==> src/rtl/dvfs_pkg.sv <==
package dvfs_pkg;

  typedef enum logic [2:0] {
    ST_IDLE  = 3'd0,
    ST_V_UP  = 3'd1,
    ST_F_UP  = 3'd2,
    ST_F_DN  = 3'd3,
    ST_V_DN  = 3'd4
  } seq_state_t;

  // Lowest voltage code meeting timing at step f: ceil(f*max_v/max_f)
  function automatic int min_vcode(input int f, input int max_f, input int max_v);
    return (f * max_v + max_f - 1) / max_f;
  endfunction

endpackage

==> src/rtl/dvfs_vf_table.sv <==
module dvfs_vf_table #(
  parameter int FSTEP_W = 4,
  parameter int VCODE_W = 5
) (
  input  logic [FSTEP_W-1:0] fstep,
  output logic [VCODE_W-1:0] vcode
);
  localparam int NSTEPS = 1 << FSTEP_W;
  localparam int MAX_F  = NSTEPS - 1;
  localparam int MAX_V  = (1 << VCODE_W) - 1;

  logic [VCODE_W-1:0] lut [NSTEPS];

  for (genvar i = 0; i < NSTEPS; i++) begin : g_entry
    assign lut[i] = VCODE_W'(dvfs_pkg::min_vcode(i, MAX_F, MAX_V));
  end

  assign vcode = lut[fstep];
endmodule

==> src/rtl/dvfs_wait_timer.sv <==
module dvfs_wait_timer #(
  parameter int TMO_W = 8
) (
  input  logic             clk,
  input  logic             rst_n,
  input  logic             clear,
  input  logic [TMO_W-1:0] limit,
  output logic             expired
);
  logic [TMO_W-1:0] cnt_q;
  logic [TMO_W-1:0] cnt_d;
  logic             cnt_en;

  assign expired = (cnt_q >= limit);
  assign cnt_en  = clear | ~expired;

  always_comb begin
    if (clear) cnt_d = '0;
    else       cnt_d = cnt_q + TMO_W'(1);
  end

  always_ff @(posedge clk or negedge rst_n) begin
    if (!rst_n)      cnt_q <= '0;
    else if (cnt_en) cnt_q <= cnt_d;
  end
endmodule

==> src/rtl/dvfs_sat_counter.sv <==
module dvfs_sat_counter #(
  parameter int W = 4
) (
  input  logic         clk,
  input  logic         rst_n,
  input  logic         inc,
  output logic [W-1:0] count
);
  logic en;
  assign en = inc & ~(&count);

  always_ff @(posedge clk or negedge rst_n) begin
    if (!rst_n)  count <= '0;
    else if (en) count <= count + W'(1);
  end
endmodule

==> src/rtl/dvfs_sequencer.sv <==
module dvfs_sequencer #(
  parameter int FSTEP_W = 4,
  parameter int VCODE_W = 5,
  parameter int TMO_W   = 8,
  parameter int REJ_W   = 4
) (
  input  logic               clk,
  input  logic               rst_n,
  input  logic               req_valid,
  input  logic [FSTEP_W-1:0] req_fstep,
  input  logic [TMO_W-1:0]   timeout_limit,
  input  logic               vreg_settled,
  input  logic               pll_locked,
  output logic [VCODE_W-1:0] vreg_code,
  output logic               vreg_load,
  output logic [FSTEP_W-1:0] pll_code,
  output logic               pll_load,
  output logic [FSTEP_W-1:0] cur_fstep,
  output logic [VCODE_W-1:0] cur_vcode,
  output logic               busy,
  output logic               done,
  output logic               error,
  output logic [REJ_W-1:0]   reject_count
);
  import dvfs_pkg::*;

  seq_state_t         state_q, state_d;
  logic [FSTEP_W-1:0] tgt_f_q, tgt_f_d, cur_f_d, pll_d;
  logic [VCODE_W-1:0] tgt_v_q, tgt_v_d, cur_v_d, vreg_d;
  logic               vload_d, pload_d, done_d, err_d;
  logic [VCODE_W-1:0] req_vcode;
  logic               tmr_clear, tmr_expired;

  dvfs_vf_table #(.FSTEP_W(FSTEP_W), .VCODE_W(VCODE_W)) u_table (
    .fstep (req_fstep),
    .vcode (req_vcode)
  );

  dvfs_wait_timer #(.TMO_W(TMO_W)) u_timer (
    .clk     (clk),
    .rst_n   (rst_n),
    .clear   (tmr_clear),
    .limit   (timeout_limit),
    .expired (tmr_expired)
  );

  dvfs_sat_counter #(.W(REJ_W)) u_reject (
    .clk   (clk),
    .rst_n (rst_n),
    .inc   (req_valid & busy),
    .count (reject_count)
  );

  assign busy      = (state_q != ST_IDLE);
  assign tmr_clear = (state_q == ST_IDLE) | (state_d != state_q);

  always_comb begin
    state_d = state_q;
    tgt_f_d = tgt_f_q;
    tgt_v_d = tgt_v_q;
    cur_f_d = cur_fstep;
    cur_v_d = cur_vcode;
    pll_d   = pll_code;
    vreg_d  = vreg_code;
    vload_d = 1'b0;
    pload_d = 1'b0;
    done_d  = 1'b0;
    err_d   = error;
    unique case (state_q)
      ST_IDLE: begin
        if (req_valid) begin
          if (req_fstep == cur_fstep) begin
            done_d = 1'b1;
          end else begin
            err_d   = 1'b0;
            tgt_f_d = req_fstep;
            tgt_v_d = req_vcode;
            if (req_fstep > cur_fstep) begin
              vreg_d  = req_vcode;
              vload_d = 1'b1;
              state_d = ST_V_UP;
            end else begin
              pll_d   = req_fstep;
              pload_d = 1'b1;
              state_d = ST_F_DN;
            end
          end
        end
      end
      ST_V_UP: begin
        if (vreg_settled) begin
          pll_d   = tgt_f_q;
          pload_d = 1'b1;
          state_d = ST_F_UP;
        end
      end
      ST_F_DN: begin
        if (pll_locked) begin
          vreg_d  = tgt_v_q;
          vload_d = 1'b1;
          state_d = ST_V_DN;
        end
      end
      ST_F_UP, ST_V_DN: begin
        if ((state_q == ST_F_UP && pll_locked) ||
            (state_q == ST_V_DN && vreg_settled)) begin
          cur_f_d = tgt_f_q;
          cur_v_d = tgt_v_q;
          done_d  = 1'b1;
          state_d = ST_IDLE;
        end
      end
      default: state_d = ST_IDLE;
    endcase
    // Timeout in any wait state: fall back to the last completed point
    if (busy && state_d == state_q && tmr_expired) begin
      pll_d   = cur_fstep;
      vreg_d  = cur_vcode;
      pload_d = 1'b1;
      vload_d = 1'b1;
      err_d   = 1'b1;
      state_d = ST_IDLE;
    end
  end

  always_ff @(posedge clk or negedge rst_n) begin
    if (!rst_n) begin
      state_q   <= ST_IDLE;
      tgt_f_q   <= '0;
      tgt_v_q   <= '0;
      cur_fstep <= '0;
      cur_vcode <= '0;
      pll_code  <= '0;
      vreg_code <= '0;
      vreg_load <= 1'b0;
      pll_load  <= 1'b0;
      done      <= 1'b0;
      error     <= 1'b0;
    end else begin
      state_q   <= state_d;
      tgt_f_q   <= tgt_f_d;
      tgt_v_q   <= tgt_v_d;
      cur_fstep <= cur_f_d;
      cur_vcode <= cur_v_d;
      pll_code  <= pll_d;
      vreg_code <= vreg_d;
      vreg_load <= vload_d;
      pll_load  <= pload_d;
      done      <= done_d;
      error     <= err_d;
    end
  end
endmodule

==> config.mk <==
export PLATFORM = sky130hd
export DESIGN_NAME = dvfs_sequencer
export DESIGN_NICKNAME = d
export VERILOG_FILES = /design/src/rtl/dvfs_pkg.sv /design/src/rtl/dvfs_vf_table.sv /design/src/rtl/dvfs_wait_timer.sv /design/src/rtl/dvfs_sat_counter.sv /design/src/rtl/dvfs_sequencer.sv
export SDC_FILE = /design/constraint.sdc
export NUM_CORES = 1
export LEC_CHECK = 0
export BUFFER_PORTS_ARGS = -buffer_cell sky130_fd_sc_hd__buf_4
export CORE_MARGIN = 1.5
export CORE_UTILIZATION = 23
export CTS_BUF_LIST = sky130_fd_sc_hd__clkbuf_8
export DETAILED_ROUTE_END_ITERATION = 7
export HOLD_SLACK_MARGIN = 0.02
export PLACE_DENSITY = 0.5
export SYNTH_ARGS = -nofsm -noshare
export SYNTH_HDL_FRONTEND = slang
export SYNTH_SLANG_ARGS = --single-unit
export TNS_END_PERCENT = 20
==> constraint.sdc <==
create_clock -name clk -period 6.5 [get_ports clk]
set_clock_uncertainty 0.15 [all_clocks]
set_input_delay 0.325 -clock clk [delete_from_list [all_inputs] [get_ports clk]]
set_output_delay 0.325 -clock clk [all_outputs]
set_load 0.005 [all_outputs]
==> results.toml, run 1 <==
[power_and_ir_drop]
power_frac_seq_pct = 39.3
p_int_mw = 0.668
p_per_area_mw_per_mm2 = 387
finalPower_mw = 1.05
vdd_drop_max_mv = 0.104
combPwrFrac_pct = 44.2
p_sw_mw = 0.385
leakagePower_nw = 1.28
swShare_pct = 36.6
clockPowerShare_pct = 16.4

[logic_synthesis]
yosysMostFrequentCell = "dfrtp_1"
synthTopCellsByCount = "dfrtp_1, mux2i_1, ha_1, inv_1, mux2_2"
syn_inst = 204
yosysSeqAreaShare_pct = 43.4
yosysUniqueCellTypes = 43
synth-main-ff-cell = "dfrtp_1"
netlist_area_sq_mm = 0.00219
yosysWarnings = 0
synthTopCellsByArea = "dfrtp_1, ha_1, mux2i_1, mux2_2, o21ai_0"
synth_edf_count = 0
synth.avg_cell_area_sq_um = 10.7
yosysTopAreaCell = "dfrtp_1"
ys_ff_latch = 38
synth_top_area_share_pct = 43.4
async_reset_ff_share_pct = 100
syn_nets = 235

[clock_tree]
htreeDepth = 2
clock-sinks = 38
tritoncts = "yes"
cts_max_path_buffers = 2
clk_transition_reported_paths_ns = 0.08
cts_buffers = 5
clockRootBuffer = "clkbuf_8"
clk_latency_ns = 0.29

[global_routing]
grt_pass1_wl_mm = 8.09
grt_pass1_vias = 1635
grt.total_usage_pct = 10.3
grt_max_degree = 39
overflow = 0
antenna_found_initial = 0

[min_path]
hold_class = "in -> reg"
min_to = "tgt_f_q[1]$_DFFE_PN0P_"
min_path_cells = 2
hold_start = "req_fstep[1]"

[sta]
max_freq_mhz = 374
rsz0062_at_grt = "no"
slew_headroom_pct = 39.8
setup_viol = 0
maxSlewViolCount = 0
post-route-period-util_pct = 41.1
worst_pin_slew_ns = 0.900
tns_ns = 0
post-route-min-period_ns = 2.67
hold_violations = 0

[run]
maxCapViolCount = 0

[worst_setup_path]
r2r_slack_ns = 3.83
cp_data_arrival_time_ns = 2.71
crit_start = "cur_fstep[1]$_DFFE_PN0P_"
cp_max_fo = 6
required_ns = 6.53
reg2regPathDepth = 7
timing.rr.start = "cur_fstep[1]$_DFFE_PN0P_"
timing.rr.end = "vreg_code[0]$_DFFE_PN0P_"
cp-start-kind = "flip-flop"
end_kind = "flip-flop"
worstSetupPathType = "reg -> reg"

[detailed_routing]
ant_nets = 0
routedWlPerCell_um = 12.9
dr.first_iter.drc_count = 47
firstDrtPassIters = 4
routed_wl_mm = 4.85
via_per_inst = 4.31
via_count = 1621
drc = 0

[floorplan]
die-area_sq_mm = 0.0101
core_area_sq_mm = 0.00924
io_pins = 44
die_h_um = 101
rows = 35
initial_utilization_pct = 23.7
die_width_um = 101

[finish]
fin_cells = 376
areaGrowthSynthToFinish_pct = 24.1
drive_gt1_share_pct = 29.6
diodes = 0
finalNetCount = 277

[placed_design]
dp_hpwl_mm = 3.57
post-place-cells = 367
portBuffers = 43
gp_congestion = 0.810

[outcome]
outcome = "complete, no violations"
## final cells by class
cell class	instances	area [sq um]
fillers	964	6520
multi-input cells	143	1120
flip-flops and latches	38	951
repair buffers	44	333
well taps	129	161
clock buffers	6	82.6
inverters	14	52.6
clock inverters	2	12.5
## worst max-delay path by stage
stage	cells after the start	endpoint
2_1_floorplan	7	vreg_code[0]$_DFFE_PN0P_
3_5_place_dp	7	vreg_code[0]$_DFFE_PN0P_
4_1_cts	7	vreg_code[0]$_DFFE_PN0P_
3_3_place_gp	7	vreg_code[0]$_DFFE_PN0P_
6_report	7	vreg_code[0]$_DFFE_PN0P_
5_1_grt	7	vreg_code[0]$_DFFE_PN0P_
## layer usage
metal	vias up	GRT usage [%]	wire, um
met5	-	0	0
met4	0	3.14	53
met3	7	2.98	228
met2	35	15.8	2170
met1	779	14.0	2400
li1	800	-	-
## stage by stage
| stage | setup slack [ns] | area (sq um) | hold slack (ns) | utilization [%] |
|---|---|---|---|---|
| final | 3.83 | 2720 | 0.155 | 29.4 |
| after floorplan | 4.09 | 2190 | -0.121 | - |
| after global routing | 3.66 | 2720 | 0.142 | 29.4 |
| after global placement | 3.75 | 2610 | 0.185 | 28.3 |
| after detailed placement | 3.79 | 2610 | 0.177 | 28.3 |
| after CTS | 3.78 | 2720 | 0.146 | 29.4 |
## power by group through the flow
| stage | combinational (mW) | sequential [mW] | clock [mW] |
|---|---|---|---|
| after floorplan | 0.311 | 0.392 | 0 |
| after CTS | 0.475 | 0.416 | 0.180 |
| after global routing | 0.527 | 0.433 | 0.192 |
| final | 0.466 | 0.414 | 0.173 |
| after detailed placement | 0.470 | 0.421 | 0 |
| after global placement | 0.470 | 0.418 | 0 |
## cells by family (layout without fill, tap and decap cells)
logic type,Yosys count,in the layout,share of synthesized area (%)
adder cells (fa/ha/maj),14,14,8.00
flip-flops,38,38,43.4
XOR/XNOR,9,9,3.60
AO/OA/AOI/OAI,33,33,10.1
AND/OR/NAND/NOR,57,57,15.1
multiplexers,30,30,14.5
buffers and inverters,23,66,5.20
## layout by cell type, fill, tap and decap left out, types with 2 or more instances in the layout
master	instances
dfrtp_1	38
nand2b_1	5
nand2_1	11
xor2_1	5
and3_1	3
mux2_2	14
a21o_1	3
nand4b_1	2
nor2_1	13
a211oi_1	2
nor3b_1	2
xnor2_1	4
nand4_1	4
clkbuf_8	6
nor2b_1	2
ha_1	14
o21ai_0	12
inv_1	14
buf_4	43
mux2i_1	16
a21oi_1	7
nand3_1	5
## worst max-delay path, stage by stage (launching register included)
cell and delay (ns):
dfrtp_1 0.40, inv_1 0.13, ha_1 0.27, nor2b_1 0.14
o211a_1 0.24, o21ai_1 0.59, mux2_2 0.40, mux2_2 0.25
## what timing repair did
item,CTS,global route
hold buffers,1,0
setup buffers,0,0
endpoints found under the hold margin,38,0
resized for setup,0,0
endpoints found under the setup margin,0,0
## state kept, by name, summed over array words and instances, names as in the netlist, 3 cells and up
signal	cells
u_timer.cnt_q	8
vreg_code	5
cur_fstep	4
pll_code	4
tgt_f_q	4
u_reject.count	4
state_q	3
(Power assumes the default switching activity.)
==> run 2: changes to the inputs <==
==> constraint.sdc (replaced) <==
create_clock -name clk -period 2.8 [get_ports clk]
set_clock_uncertainty 0.15 [all_clocks]
set_input_delay 0.14 -clock clk [delete_from_list [all_inputs] [get_ports clk]]
set_output_delay 0.14 -clock clk [all_outputs]
set_load 0.005 [all_outputs]
==> run 2 against run 1 <==
Worst setup slack worse by 3.4 ns. Largest cell class unchanged. Highest routed layer unchanged. Global-route usage up 0.057 points. Die area unchanged.
==> results.toml, run 2 (synthesis results as in run 1) <==
[detailed_routing]
drc = 0
ant_nets = 0
via_per_inst = 4.23
routedWlPerCell_um = 13.0
firstDrtPassIters = 4
dr.first_iter.drc_count = 42
routed_wl_mm = 4.96
via_count = 1621

[clock_tree]
clk_latency_ns = 0.28
htreeDepth = 2
clk_transition_reported_paths_ns = 0.08
clockRootBuffer = "clkbuf_8"
cts_max_path_buffers = 2
clock-sinks = 38
cts_buffers = 5
cts_resized = 0
tritoncts = "yes"

[floorplan]
die_h_um = 101
die-area_sq_mm = 0.0101
io_pins = 44
rows = 35
core_area_sq_mm = 0.00924
initial_utilization_pct = 23.7
die_width_um = 101

[power_and_ir_drop]
power_frac_seq_pct = 38.3
combPwrFrac_pct = 44.3
leakagePower_nw = 1.32
p_per_area_mw_per_mm2 = 903
p_sw_mw = 0.896
p_int_mw = 1.63
vdd_drop_max_mv = 0.246
clockPowerShare_pct = 17.5
swShare_pct = 35.5

[sta]
post-route-period-util_pct = 86.0
tns_ns = 0
post-route-min-period_ns = 2.41
slew_headroom_pct = 65.7
setup_viol = 0
rsz0062_at_grt = "no"
maxSlewViolCount = 0
max_freq_mhz = 415
worst_pin_slew_ns = 0.513
hold_violations = 0

[global_routing]
grt_pass1_vias = 1578
grt_max_degree = 39
grt.total_usage_pct = 10.3
antenna_found_initial = 0
grt_pass1_wl_mm = 8.02
overflow = 0

[finish]
nFillCells = 957
fin_cells = 383
regMostFlops = "u_timer.cnt_q"
most-common-layout-cells = "buf_4, dfrtp_1, mux2i_1"
largest_reg_flops = 8
final_common_cell = "buf_4"
diodes = 0
finalNetCount = 284
drive_gt1_share_pct = 30.3
top_regs = "u_timer.cnt_q x8, vreg_code x5"
areaGrowthSynthToFinish_pct = 27.5

[worst_setup_path]
end_kind = "flip-flop"
required_ns = 2.86
cp_data_arrival_time_ns = 2.47
cp-start-kind = "flip-flop"
worstSetupPathType = "reg -> reg"
cp_max_fo = 10

[placed_design]
dp_hpwl_mm = 3.63
portBuffers = 43
gp_congestion = 0.771
post-place-cells = 371

[outcome]
outcome = "complete, no violations"

[run]
maxCapViolCount = 0

[min_path]
hold_class = "in -> reg"
run 2: cell count changes in the layout (fill, tap and decap cells not counted):
cell           before  now
buf_4              43   47
dlygate4sd3_1       1    4
clkbuf_8            6    8
clkinv_2            1    0
clkinvlp_4          1    0
run 2: worst paths after layout:
kind	startpoint	endpoint	slack (ns)	cells after the start
max in group asynchronous	rst_n	cur_fstep[1]$_DFFE_PN0P_	1.93	2
worst max register to register	u_timer.cnt_q[0]$_DFFE_PN0P_	pll_code[1]$_DFFE_PN0P_	0.39	8
worst min register to register	u_reject.count[3]$_DFFE_PN0P_	u_reject.count[3]$_DFFE_PN0P_	0.36	1
worst min-delay path	pll_locked	state_q[1]$_DFF_PN0_	0.03	4
worst max-delay path	u_timer.cnt_q[0]$_DFFE_PN0P_	pll_code[1]$_DFFE_PN0P_	0.39	8
min in group asynchronous	rst_n	u_reject.count[0]$_DFFE_PN0P_	0.21	2
run 2: layout make-up:
cell class,count,area (sq um),area share (%)
tap,129,161,5.78
inverter,14,52.6,1.88
multi-input combinational,143,1120,40.3
sequential,38,951,34.1
clock buffer,8,110,3.94
timing repair buffer,51,393,14.1
run 2: layer usage:
metal | up-vias | wire length, um | GRT usage, %
met5 | - | 0 | 0
met4 | 0 | 36 | 2.93
met3 | 2 | 194 | 3.19
met2 | 24 | 2180 | 15.1
met1 | 777 | 2550 | 14.7
li1 | 818 | - | -
run 2: power by group through the flow:
stage	clock [mW]	sequential, mW	combinational [mW]
after floorplan	0	0.911	0.722
after global placement	0	0.971	1.12
after detailed placement	0	0.971	1.12
after CTS	0.458	0.965	1.13
after global routing	0.483	0.996	1.26
final	0.440	0.965	1.12
run 2: repair_timing:
item | in CTS | in global routing
hold endpoints to repair | 41 | 0
hold buffers | 4 | 0
buffers inserted | 0 | 0
run 2: worst max-delay path, stage by stage, from the launching register on:
cell,delay (ns)
dfrtp_1,0.42
inv_1,0.08
ha_1,0.27
nand2b_1,0.09
a211oi_1,0.08
o221a_2,0.32
nor3_4,0.48
buf_4,0.26
mux2i_1,0.19
run 2: stage by stage:
stage	utilization [%]	setup slack [ns]	area, sq um	hold slack, ns	power, mW
global placement	28.6	0.413	2640	0.00157	2.09
floorplan	-	0.395	2190	-0.306	1.63
global route	30.2	0.181	2790	0.0591	2.74
CTS	30.2	0.389	2790	0.0243	2.56
detailed placement	28.6	0.397	2640	-0.00161	2.09
finish	30.2	0.392	2790	0.0346	2.52
==> run 3: changes to the inputs <==
--- a/config.mk
+++ b/config.mk
@@ -6,7 +6,6 @@
 export NUM_CORES = 1
 export LEC_CHECK = 0
 export BUFFER_PORTS_ARGS = -buffer_cell sky130_fd_sc_hd__buf_4
-export CORE_MARGIN = 1.5
 export CORE_UTILIZATION = 23
 export CTS_BUF_LIST = sky130_fd_sc_hd__clkbuf_8
 export DETAILED_ROUTE_END_ITERATION = 7
==> run 3 against run 2 <==
Clock-buffer cell count fell by 3. Fmax rose by 2.4%. Global-route usage rose by 0.46 points. Sequential share of layout area fell by 0.38 points. Die area fell by 2.0%. Critical path depth did not move. Register-to-register slack improved by 0.06 ns. Final area rose by 1.1%. Critical endpoint is now pll_load$_DFF_PN0_.
==> results.toml, run 3 (synthesis results as in run 1) <==
[outcome]
outcome = "complete, no violations"

[detailed_routing]
via_per_inst = 4.34
firstDrtPassIters = 4
ant_nets = 0
drc = 0
routedWlPerCell_um = 12.8
routed_wl_mm = 4.94
via_count = 1676
dr.first_iter.drc_count = 39

[finish]
regMostFlops = "u_timer.cnt_q"
areaGrowthSynthToFinish_pct = 29.0
final_core_util_pct = 30.6
final_common_cell = "buf_4"
most-common-layout-cells = "buf_4, dfrtp_1, mux2i_1"
top_regs = "u_timer.cnt_q x8, vreg_code x5"
fin_cells = 386
diodes = 0
largest_reg_flops = 8
drive_gt1_share_pct = 30.4
finalNetCount = 287

[floorplan]
initial_utilization_pct = 23.7
die_width_um = 99.6
die_h_um = 99.6
die-area_sq_mm = 0.00991
io_pins = 44
core_area_sq_mm = 0.00924
rows = 35

[worst_setup_path]
required_ns = 2.83
path_cells = "inv_1, ha_1, nand2b_1, a211oi_1, o221a_2, nor3_4, buf_4, or2_2"
timing.rr.start = "u_timer.cnt_q[0]$_DFFE_PN0P_"
worstSetupPathType = "reg -> reg"
cp-start-kind = "flip-flop"
cp_data_arrival_time_ns = 2.38
crit_end = "pll_load$_DFF_PN0_"
timing.rr.end = "pll_load$_DFF_PN0_"
crit_start = "u_timer.cnt_q[0]$_DFFE_PN0P_"
worst_path_largest_cell_delay_ns = 0.43
reg2regPathDepth = 8
slowest_stage = "dfrtp_1"
r2r_slack_ns = 0.45
end_kind = "flip-flop"
cp_max_fo = 6

[clock_tree]
clock-sinks = 38
cts_max_path_buffers = 2
clockRootBuffer = "clkbuf_8"
post_cts_buffers = 0
tritoncts = "yes"
htreeDepth = 2
clk_latency_ns = 0.30
cts_buffers = 5
clk_transition_reported_paths_ns = 0.08

[power_and_ir_drop]
clockPowerShare_pct = 18.8
swShare_pct = 35.8
p_int_mw = 1.64
vdd_drop_max_mv = 0.339
p_sw_mw = 0.916
leakagePower_nw = 1.33
power_frac_seq_pct = 37.7
p_per_area_mw_per_mm2 = 905
finalPower_mw = 2.56
combPwrFrac_pct = 43.6

[sta]
rsz0062_at_grt = "no"
tns_ns = 0
max_freq_mhz = 425
worst_pin_slew_ns = 0.502
hold_slack_ns = 0.0315
slew_headroom_pct = 66.5
setup_viol = 0
post-route-min-period_ns = 2.35
maxSlewViolCount = 0
hold_violations = 0
post-route-period-util_pct = 83.9

[placed_design]
dp_hpwl_mm = 3.69
gp_congestion = 0.732
portBuffers = 43
post-place-cells = 372

[global_routing]
grt_pass1_wl_mm = 8.25
top_usage_layer = "met2"
grt_use_met2_pct = 17.4
grt_pass1_vias = 1666
grt.total_usage_pct = 10.8
use_met1_pct = 13.9
grt_use_met3_pct = 3.44
grt_max_degree = 39
overflow = 0
antenna_found_initial = 0

[run]
maxCapViolCount = 0

[min_path]
hold_class = "in -> reg"
-- run 3: cell types whose count changed in the layout (fill, tap and decap cells not counted), sizes merged --
| cell | delta |
|---|---|
| clkinvlp | +2 |
| bufinv | +1 |
| buf | +1 |
| dlygate4sd3 | +2 |
| clkbuf | -3 |
-- run 3: stage by stage --
stage	instance area (sq um)	setup WS, ns
2_1_floorplan	2190	0.395
3_3_place_gp	2650	0.465
3_5_place_dp	2650	0.452
4_1_cts	2820	0.430
5_1_grt	2820	0.339
6_report	2820	0.450
-- run 3: worst max-delay path, delay by kind of cell, from the launching register on --
kind            cells  cell delay, ns
flops               1            0.43
simple gates        3            0.49
compound gates      2            0.64
fa+ha+maj           1            0.26
buf+inv             2            0.25
-- run 3: metal layers --
layer	vias to the layer above	share of wire, %
li1	827	-
met1	810	48
met2	34	47
met3	5	4.3
met4	0	0.73
met5	-	0
-- run 3: power groups by stage --
| stage | sequential (mW) | combinational, mW | clock [mW] |
|---|---|---|---|
| 6_report | 0.963 | 1.11 | 0.480 |
| 5_1_grt | 0.998 | 1.25 | 0.515 |
| 4_1_cts | 0.966 | 1.14 | 0.493 |
| 3_5_place_dp | 0.974 | 1.13 | 0 |
| 3_3_place_gp | 0.974 | 1.11 | 0 |
| 2_1_floorplan | 0.911 | 0.722 | 0 |
-- run 3: layout make-up --
type / instances / area, sq um
clock buffer: 5 / 68.8
timing repair buffer: 54 / 420
tap: 129 / 161
inverter: 14 / 52.6
multi-input combinational: 143 / 1120
fill: 975 / 6420
clock inverter: 3 / 45.0
sequential: 38 / 951
-- run 3: timing repair --
action	in CTS	in global routing
resized for setup	0	0
hold buffers	6	0
endpoints found under the hold margin	43	0
-- run 3: worst min-delay path by stage --
stage / startpoint / cells after the start / end / slack [ns]
after CTS: pll_locked / 4 / state_q[1]$_DFF_PN0_ / 0.03
after floorplan: rst_n / 0 / cur_fstep[0]$_DFFE_PN0P_ / -0.31
final: pll_locked / 4 / state_q[1]$_DFF_PN0_ / 0.03
after global placement: rst_n / 1 / u_reject.count[0]$_DFFE_PN0P_ / 0.004
after detailed placement: rst_n / 1 / u_reject.count[0]$_DFFE_PN0P_ / -0.003
after global routing: pll_locked / 4 / state_q[1]$_DFF_PN0_ / 0.04
